$ cat src/rtl/mw_pkg.sv
package mw_pkg;
  typedef enum logic [1:0] {
    ST_IDLE = 2'd0,
    ST_CMD  = 2'd1,
    ST_DATA = 2'd2,
    ST_TAIL = 2'd3
  } mw_state_e;

  localparam logic [2:0] MW_READ_OP = 3'b110;
endpackage

$ cat src/rtl/mw_half_timer.sv
module mw_half_timer #(
  parameter int HALF_CYC = 5000
) (
  input  logic clk,
  input  logic rst_n,
  input  logic run,
  output logic tick
);
  localparam int CNT_W = (HALF_CYC < 2) ? 1 : $clog2(HALF_CYC);
  localparam logic [CNT_W-1:0] RELOAD = CNT_W'(HALF_CYC - 1);

  logic [CNT_W-1:0] cnt_q;

  assign tick = run && (cnt_q == '0);

  always_ff @(posedge clk or negedge rst_n) begin
    if (!rst_n) begin
      cnt_q <= RELOAD;
    end else if (!run || cnt_q == '0) begin
      cnt_q <= RELOAD;
    end else begin
      cnt_q <= cnt_q - 1'b1;
    end
  end
endmodule

$ cat src/rtl/mw_seq.sv
module mw_seq
  import mw_pkg::*;
#(
  parameter int ADDR_W = 6,
  parameter int DATA_W = 16
) (
  input  logic              clk,
  input  logic              rst_n,
  input  logic              start,
  input  logic [ADDR_W-1:0] addr,
  input  logic              tick,
  input  logic              ee_do,
  output logic              busy,
  output logic              done,
  output logic [DATA_W-1:0] rd_data,
  output logic              ee_cs,
  output logic              ee_sk,
  output logic              ee_di
);
  localparam int CMD_W = 3 + ADDR_W;
  localparam int MAXB  = (CMD_W > DATA_W) ? CMD_W : DATA_W;
  localparam int BC_W  = $clog2(MAXB);

  mw_state_e         state_q;
  logic [CMD_W-1:0]  cmd_q;
  logic [DATA_W-1:0] dat_q;
  logic [BC_W-1:0]   bit_q;

  assign busy = (state_q != ST_IDLE);

  always_ff @(posedge clk or negedge rst_n) begin
    if (!rst_n) begin
      state_q <= ST_IDLE;
      cmd_q   <= '0;
      dat_q   <= '0;
      bit_q   <= '0;
      rd_data <= '0;
      done    <= 1'b0;
      ee_cs   <= 1'b0;
      ee_sk   <= 1'b0;
      ee_di   <= 1'b0;
    end else begin
      done <= 1'b0;
      unique case (state_q)
        ST_IDLE: begin
          if (start) begin
            state_q <= ST_CMD;
            ee_cs   <= 1'b1;
            ee_sk   <= 1'b0;
            ee_di   <= MW_READ_OP[2];
            cmd_q   <= {MW_READ_OP[1:0], addr, 1'b0};
            bit_q   <= BC_W'(CMD_W - 1);
          end
        end
        ST_CMD: begin
          if (tick) begin
            if (!ee_sk) begin
              ee_sk <= 1'b1;
            end else begin
              ee_sk <= 1'b0;
              if (bit_q == '0) begin
                state_q <= ST_DATA;
                ee_di   <= 1'b0;
                bit_q   <= BC_W'(DATA_W - 1);
              end else begin
                bit_q <= bit_q - 1'b1;
                ee_di <= cmd_q[CMD_W-1];
                cmd_q <= {cmd_q[CMD_W-2:0], 1'b0};
              end
            end
          end
        end
        ST_DATA: begin
          if (tick) begin
            if (!ee_sk) begin
              ee_sk <= 1'b1;
            end else begin
              ee_sk <= 1'b0;
              dat_q <= {dat_q[DATA_W-2:0], ee_do};
              if (bit_q == '0) begin
                state_q <= ST_TAIL;
                ee_cs   <= 1'b0;
              end else begin
                bit_q <= bit_q - 1'b1;
              end
            end
          end
        end
        ST_TAIL: begin
          if (tick) begin
            if (!ee_sk) begin
              ee_sk <= 1'b1;
            end else begin
              ee_sk   <= 1'b0;
              state_q <= ST_IDLE;
              done    <= 1'b1;
              rd_data <= dat_q;
            end
          end
        end
        default: state_q <= ST_IDLE;
      endcase
    end
  end
endmodule

$ cat src/rtl/mw_eeprom_reader.sv
module mw_eeprom_reader #(
  parameter int HALF_CYC = 5000,
  parameter int ADDR_W   = 6,
  parameter int DATA_W   = 16
) (
  input  logic              clk,
  input  logic              rst_n,
  input  logic              req_valid,
  output logic              req_ready,
  input  logic [ADDR_W-1:0] req_addr,
  output logic              busy,
  output logic              done,
  output logic [DATA_W-1:0] rd_data,
  output logic              ee_cs,
  output logic              ee_sk,
  output logic              ee_di,
  input  logic              ee_do
);
  logic tick;
  logic start;

  assign req_ready = !busy;
  assign start     = req_valid && req_ready;

  mw_half_timer #(.HALF_CYC(HALF_CYC)) u_timer (
    .clk   (clk),
    .rst_n (rst_n),
    .run   (busy),
    .tick  (tick)
  );

  mw_seq #(.ADDR_W(ADDR_W), .DATA_W(DATA_W)) u_seq (
    .clk     (clk),
    .rst_n   (rst_n),
    .start   (start),
    .addr    (req_addr),
    .tick    (tick),
    .ee_do   (ee_do),
    .busy    (busy),
    .done    (done),
    .rd_data (rd_data),
    .ee_cs   (ee_cs),
    .ee_sk   (ee_sk),
    .ee_di   (ee_di)
  );
endmodule

$ cat config.mk
export PLATFORM = sky130hd
export DESIGN_NAME = mw_eeprom_reader
export DESIGN_NICKNAME = d
export VERILOG_FILES = /design/src/rtl/mw_pkg.sv /design/src/rtl/mw_half_timer.sv /design/src/rtl/mw_seq.sv /design/src/rtl/mw_eeprom_reader.sv
export SDC_FILE = /design/constraint.sdc
export NUM_CORES = 1
export LEC_CHECK = 0
export ABC_AREA = 1
export BUFFER_PORTS_ARGS = -buffer_cell sky130_fd_sc_hd__buf_2
export CAP_MARGIN = 20
export CORE_MARGIN = 1
export CORE_UTILIZATION = 62
export DETAILED_ROUTE_END_ITERATION = 8
export GPL_TIMING_DRIVEN = 0
export PLACE_DENSITY_LB_ADDON = 0.08
export SYNTH_ARGS = -nofsm -noshare
export SYNTH_HDL_FRONTEND = slang
export SYNTH_SLANG_ARGS = --single-unit
$ cat constraint.sdc
create_clock -name clk -period 3.97 [get_ports clk]
set_input_delay 0.1985 -clock clk [delete_from_list [all_inputs] [get_ports clk]]
set_output_delay 0.1985 -clock clk [all_outputs]
set_load 0.02 [all_outputs]
==> impl_metrics.tcl, run 1 <==
set metrics [dict create \
    status "finished, final reports clean" \
    design.core.area_sq_mm 0.00447 \
    synth.distinct_cells 30 \
    layout.nets 388 \
    die_x_um 71.1 \
    hp-start "req_addr[0]" \
    netlist_area_sq_mm 0.00296 \
    io_buffer_count 31 \
    drt_iter0_drc 146 \
    fin_setup_tns_ns 0 \
    mostFrequentLayoutCell "nand2_1" \
    critPathTopFamily "simple AND/OR/NAND/NOR gates" \
    synth_seq_area_share_pct 53.5 \
    routed_wl_mm 5.73 \
    ys.flop_type "dfrtp_1" \
    relSlewSlack_pct 65.0 \
    ioPinCount 32 \
    reg2reg_slack_ns 1.98 \
    ys.warnings.count 0 \
    cts_made_buffers 9 \
    reg2reg_depth 9 \
    crit_arrival_ns 2.25 \
    min_path_type "in -> reg" \
    period_needed_ns 1.99 \
    timing.final.crit_share_pct 50.1 \
    drive_gt1_share_pct 23.2 \
    first_pass_iters 6 \
    startpoint "u_seq.state_q[1]" \
    r2r_end "u_seq.cmd_q[4]" \
    nFillCells 348 \
    r2r_start "u_seq.state_q[1]" \
    cts.sinks 63 \
    fin_worst_skew_ns 0.00672 \
    syn_inst 327 \
    cp_num_buf_inv 3 \
    dpl.hpwl_mm 3.88 \
    postRouteAntennaNets 0 \
    fmax_mhz 502 \
    finalSetupViolCount 0 \
    whs_path_depth 3 \
    power_per_cell_area_mw_per_mm2 648 \
    p_leak_nw 1.70 \
    grt_pass1_vias 2228 \
    cts_max_level 3 \
    vias 2264 \
    crit_chain "inv_1, ha_1, inv_1, nor2_1, nor2_1, nand3_4, buf_6, nand2_1, o21ai_2" \
    grt_usage_pct 25.9 \
    layout_common_cells "nand2_1, dfrtp_1, inv_1, buf_2, o21ai_1" \
    syn_to_final_growth_pct 15.1 \
    slew_viol_final 0 \
    cts_root_buf "clkbuf_8" \
    avgSynthCellArea_sq_um 9.06 \
    drv_cap 0 \
    irDropWorstVdd_mv 0.746 \
    antenna_found_initial 0 \
    antenna_cells 0 \
    synth_edf_count 0 \
    grt_max_degree 43 \
    ff_latch_area_sq_mm 0.00159 \
    clock_latency_ns 0.33 \
    placementRows 24 \
    hold_slack_ns 0.112 \
    cts_max_path_buffers 2 \
    grt_pass1_wl_mm 9.99 \
    worstSetupStartpointType "register" \
    vias_per_cell 5.30 \
    die_area_sq_mm 0.00506 \
    critPathSlowestCell "dfrtp_1" \
    grt-ovfl-total 0 \
    max_stage_delay_ns 0.43 \
    wl_per_cell_um 13.4 \
    cts_tree "built" \
    whs_endpoint "u_seq.cmd_q[1]" \
    initial_utilization_pct 66.2 \
    path_clk_slew_ns 0.07 \
    gp_congestion 0.862 \
    syn_nets 344 \
    worst_pin_slew_ns 0.524 \
    cp.required_ns 4.23 \
    synth-seq-cells 63 \
    async_flop_share_pct 100 \
    drcViolationCount 0 \
    multi_input_area_sq_mm 0.00114 \
    dieHeight_um 71.1 \
    worstSetupPathType "reg -> reg" \
    hold_violations 0 \
    cp-end-kind "register" \
    critPathMaxFanout 10 \
    rsz0062_at_grt "no" \
]
## routing by layer
layer	share of wire, %	up-vias	track usage, %	wire length, um
met5	0	-	0	0
met4	1.1	0	8.22	64
met2	49	59	42.1	2810
met1	45	1073	33.2	2580
li1	-	1122	-	-
met3	4.9	10	8.26	279
## registers in the layout, indices dropped and copies added, names as in the netlist
name and cells:
u_seq.rd_data 16, u_seq.ee_sk 1, u_seq.cmd_q 8, u_seq.ee_di 1, u_seq.state_q 2, u_seq.dat_q 16, u_seq.ee_cs 1, u_seq.bit_q 4
u_seq.done 1, u_timer.cnt_q 13
## worst max-delay path by stage
stage / endpoint / slack (ns) / cells past startpoint
after floorplan: u_seq.cmd_q[4] / 2.07 / 9
after global placement: u_seq.cmd_q[4] / 2.11 / 9
after detailed placement: u_seq.cmd_q[4] / 2.08 / 9
after CTS: u_seq.cmd_q[4] / 2.02 / 9
after global routing: u_seq.cmd_q[4] / 1.84 / 9
final: u_seq.cmd_q[4] / 1.98 / 9
## cell usage after synthesis (all sizes together) (2+ instances only)
| cell | number | area, sq um |
|---|---|---|
| a21oi | 11 | 58.8 |
| buf | 9 | 88.8 |
| dfrtp | 56 | 1400 |
| dfstp | 7 | 184 |
| ha | 7 | 87.6 |
| inv | 40 | 150 |
| mux2i | 5 | 50.1 |
| nand2 | 92 | 373 |
| nand3 | 12 | 72.6 |
| nand4 | 2 | 27.5 |
| nor2 | 28 | 123 |
| o21ai | 49 | 279 |
| xor2 | 3 | 26.3 |
## through the flow
step	setup slack (ns)	std cells	util, %	cell area [sq um]	total power [W]
after global routing	1.84	427	76.3	3410	0.00236
after detailed placement	2.08	411	71.6	3200	0.00165
final	1.98	427	76.3	3410	0.00221
after global placement	2.11	410	71.2	3180	0.00162
after CTS	2.02	427	76.3	3410	0.00222
after floorplan	2.07	327	-	2960	0.00146
## worst register-to-register path, stage by stage (launching register included)
cell	delay, ns
dfrtp_1	0.43
inv_1	0.13
ha_1	0.29
inv_1	0.17
nor2_1	0.30
nor2_1	0.14
nand3_4	0.16
buf_6	0.18
nand2_1	0.08
o21ai_2	0.05
## logic make-up after synthesis
group / after synthesis / synth area share [%]
AOI/OAI and AO/OA: 61 / 11.7
buffers and inverters: 49 / 8.06
muxes: 5 / 1.69
xor gates and xnor gates: 4 / 1.18
adders and majority gates: 7 / 2.95
and+or+nand+nor: 138 / 21.0
DFF: 63 / 53.5
## power breakdown
part / switching, W / internal (W) / total [W]
Clock: 0.000242 / 0.000320 / 0.000562
Sequential: 0.0000683 / 0.000757 / 0.000825
Combinational: 0.000531 / 0.000292 / 0.000824
Total: 0.000841 / 0.00137 / 0.00221
## final cells by class
cell class                      count  share of cell area (%)
Buffer                              9                    2.60
Clock inverter                      3                    1.25
Clock buffer                       12                    4.55
Timing Repair Buffer               33                    5.43
Sequential cell                    63                    46.5
Tap cell                           52                    1.91
Multi-Input combinational cell    215                    33.4
Inverter                           40                    4.40
## repair_timing
action	in CTS	in global routing
endpoints found under the setup margin	0	0
hold endpoints to repair	15	0
setup buffers	0	0
hold buffers	1	0
gates resized for setup	0	0
Note: power is estimated with default switching activity, not from simulation.
==> inputs of run 2 (changes only) <==
Settings changed: ABC_AREA 1 to 0, CORE_UTILIZATION 62 to 52.
Clock period 3.97 ns to 1.65 ns, I/O delays scaled along.
==> run 2 against run 1 <==
  * The flow now finishes with violations (negative setup slack)
  * Maximum frequency increased by 6.1%
  * Clock power rose by 110%
  * First-iteration DRC count down 53%
  * Routed wire length up 15%
  * Clock skew about the same
  * Area after synthesis shrank 0.34%
  * Register-to-register slack worse by 2.2 ns
  * Die area up 18%
==> impl_metrics.tcl, run 2 <==
set metrics [dict create \
    synthTopCellsByCount "nand2_1, dfrtp_1, nor2_1" \
    synth_area_leaders "dfrtp_1, nand2_1, dfstp_2" \
    yosysMostFrequentCell "nand2_1" \
    worstSetupPathType "reg -> reg" \
    design.core.area_sq_mm 0.00551 \
    synth.largest_area_cell "dfrtp_1" \
    failed_checks "negative setup slack" \
    ioPinCount 32 \
    die_x_um 77.4 \
    cts_made_buffers 9 \
    postRouteAntennaNets 0 \
    synth-seq-cells 63 \
    syn_inst 275 \
    use_met3_pct 4.47 \
    total_power_w 0.00279 \
    place_area_sq_mm 0.00330 \
    initial_utilization_pct 53.6 \
    syn_nets 292 \
    grt_max_degree 64 \
    grt-ovfl-total 0 \
    timing.final.crit_share_pct 114 \
    routed_wl_mm 6.59 \
    dieHeight_um 77.4 \
    grt_pass1_wl_mm 11.0 \
    critPathMaxFanout 5 \
    synth.distinct_cells 48 \
    antenna_cells 0 \
    dpl.hpwl_mm 3.62 \
    drive_gt1_share_pct 50.8 \
    irDropWorstVdd_mv 0.614 \
    period_needed_ns 1.88 \
    power_per_cell_area_mw_per_mm2 675 \
    worstSetupStartpointType "register" \
    cts_max_path_buffers 2 \
    rsz0062_at_grt "yes" \
    mostFrequentLayoutCell "dfrtp_1" \
    synth_top_area_share_pct 47.4 \
    cts.sinks 63 \
    netlist_area_sq_mm 0.00295 \
    drcViolationCount 0 \
    min_path_type "in -> reg" \
    slew_viol_final 0 \
    worst_pin_slew_ns 0.789 \
    nFillCells 366 \
    fin_worst_skew_ns 0.00695 \
    fmax_mhz 533 \
    wl_per_cell_um 15.3 \
    hold_violations 0 \
    antenna_found_initial 0 \
    crit_arrival_ns 2.10 \
    avgSynthCellArea_sq_um 10.7 \
    layout_common_cells "dfrtp_1, nand2_1, buf_2, buf_4, nand2_2" \
    placementRows 27 \
    finalSetupViolCount 57 \
    die_area_sq_mm 0.00599 \
    path_clk_slew_ns 0.07 \
    drv_cap 0 \
    final_area_sq_mm 0.00413 \
    p_leak_nw 2.03 \
    ys.warnings.count 0 \
    clock_latency_ns 0.34 \
    grt_use_met2_pct 36.5 \
    fin_setup_tns_ns -9.33 \
    syn_to_final_growth_pct 39.9 \
    grt-busiest-layer "met2" \
    cp-end-kind "register" \
    relSlewSlack_pct 47.4 \
    cts_root_buf "clkbuf_8" \
    first_pass_iters 4 \
    gp_congestion 0.753 \
    io_buffer_count 31 \
    vias_per_cell 5.30 \
    vias 2280 \
    drt_iter0_drc 68 \
    async_flop_share_pct 100 \
    grt_usage_pct 23.8 \
    synth_edf_count 0 \
    use_met1_pct 32.4 \
    reg_top3 "u_seq.dat_q: 16 flops, u_seq.rd_data: 16 flops, u_timer.cnt_q: 13 flops" \
    ys.flop_type "dfrtp_1" \
    layout.nets 370 \
    cts_max_level 3 \
    setup_ws_ns -0.227 \
    status "finished, violations left" \
    grt_pass1_vias 2311 \
    cts_tree "built" \
    synth_seq_area_share_pct 53.7 \
    cp.required_ns 1.87 \
]
## run 2: changes by cell type after synthesis, sizes merged, moves of 9 or more
cell / before / now
mux2: 0 / 19
nand3: 12 / 2
inv: 40 / 11
nor2: 28 / 19
o22ai: 0 / 12
o21ai: 49 / 10
nand2: 92 / 67
## run 2: logic make-up after synthesis
| logic type | after synthesis | share of synthesized area [%] |
|---|---|---|
| AOI/OAI and AO/OA | 44 | 9.11 |
| xor gates and xnor gates | 9 | 2.67 |
| adders and majority gates | 7 | 2.96 |
| buffers and inverters | 17 | 2.50 |
| DFF | 63 | 53.7 |
| muxes | 25 | 10.5 |
| and+or+nand+nor | 110 | 18.6 |
## run 2: what timing repair did
item	4_1_cts	5_1_grt
setup endpoints to repair	58	63
pin swaps	44	21
cloned	3	0
hold buffers	2	0
setup buffers	27	6
hold endpoints to repair	57	0
resized for setup	65	28
## run 2: area by class of cell
| cell class | count | area (sq um) | share of cell area, % |
|---|---|---|---|
| plain buffers | 4 | 50.0 | 1.21 |
| clock buffers | 11 | 141 | 3.42 |
| clock inverters | 5 | 33.8 | 0.817 |
| inverters | 11 | 41.3 | 0.999 |
| multi-input cells | 195 | 1670 | 40.4 |
| flip-flops and latches | 63 | 1590 | 38.4 |
| well taps | 72 | 90.1 | 2.18 |
| repair buffers | 69 | 522 | 12.6 |
## run 2: per-stage QoR
step | setup WS, ns | utilization (%) | hold slack [ns] | instances
finish | -0.227 | 75.1 | 0.0207 | 430
global route | -0.336 | 75.1 | 0.0184 | 430
CTS | -0.222 | 71.9 | 0.0154 | 424
detailed placement | -0.514 | 59.9 | 0.216 | 378
global placement | -0.538 | 59.9 | 0.297 | 378
floorplan | -0.302 | - | -0.213 | 275
## run 2: routing by layer
metal,routed length (um),vias up
met3,183,9
met1,3060,1125
met4,98,0
met5,0,-
li1,-,1104
met2,3250,42
## run 2: worst paths after layout
check	start	end	slack, ns	depth (start not counted)
min in group asynchronous	rst_n	u_seq.ee_sk	0.37	2
hold / removal	req_addr[0]	u_seq.cmd_q[1]	0.02	3
hold reg to reg	u_seq.rd_data[0]	u_seq.rd_data[0]	0.47	2
setup reg to reg	u_timer.cnt_q[0]	u_seq.dat_q[7]	-0.23	7
setup / recovery	u_timer.cnt_q[0]	u_seq.dat_q[7]	-0.23	7
max in group asynchronous	rst_n	u_timer.cnt_q[6]	0.73	2
## run 2: power by group
group | internal, W | total [W] | switching, W
registers | 0.00155 | 0.00155 | 0.00000114
logic | 0.0000139 | 0.0000497 | 0.0000358
clock network | 0.000583 | 0.00119 | 0.000609
## run 2: worst max-delay path: stages (launching register included)
cell and delay (ns):
dfstp_2 0.38, inv_2 0.06, ha_4 0.12, nor3b_4 0.32, and4_4 0.33, nand2_8 0.10, buf_12 0.16, mux2_4 0.29
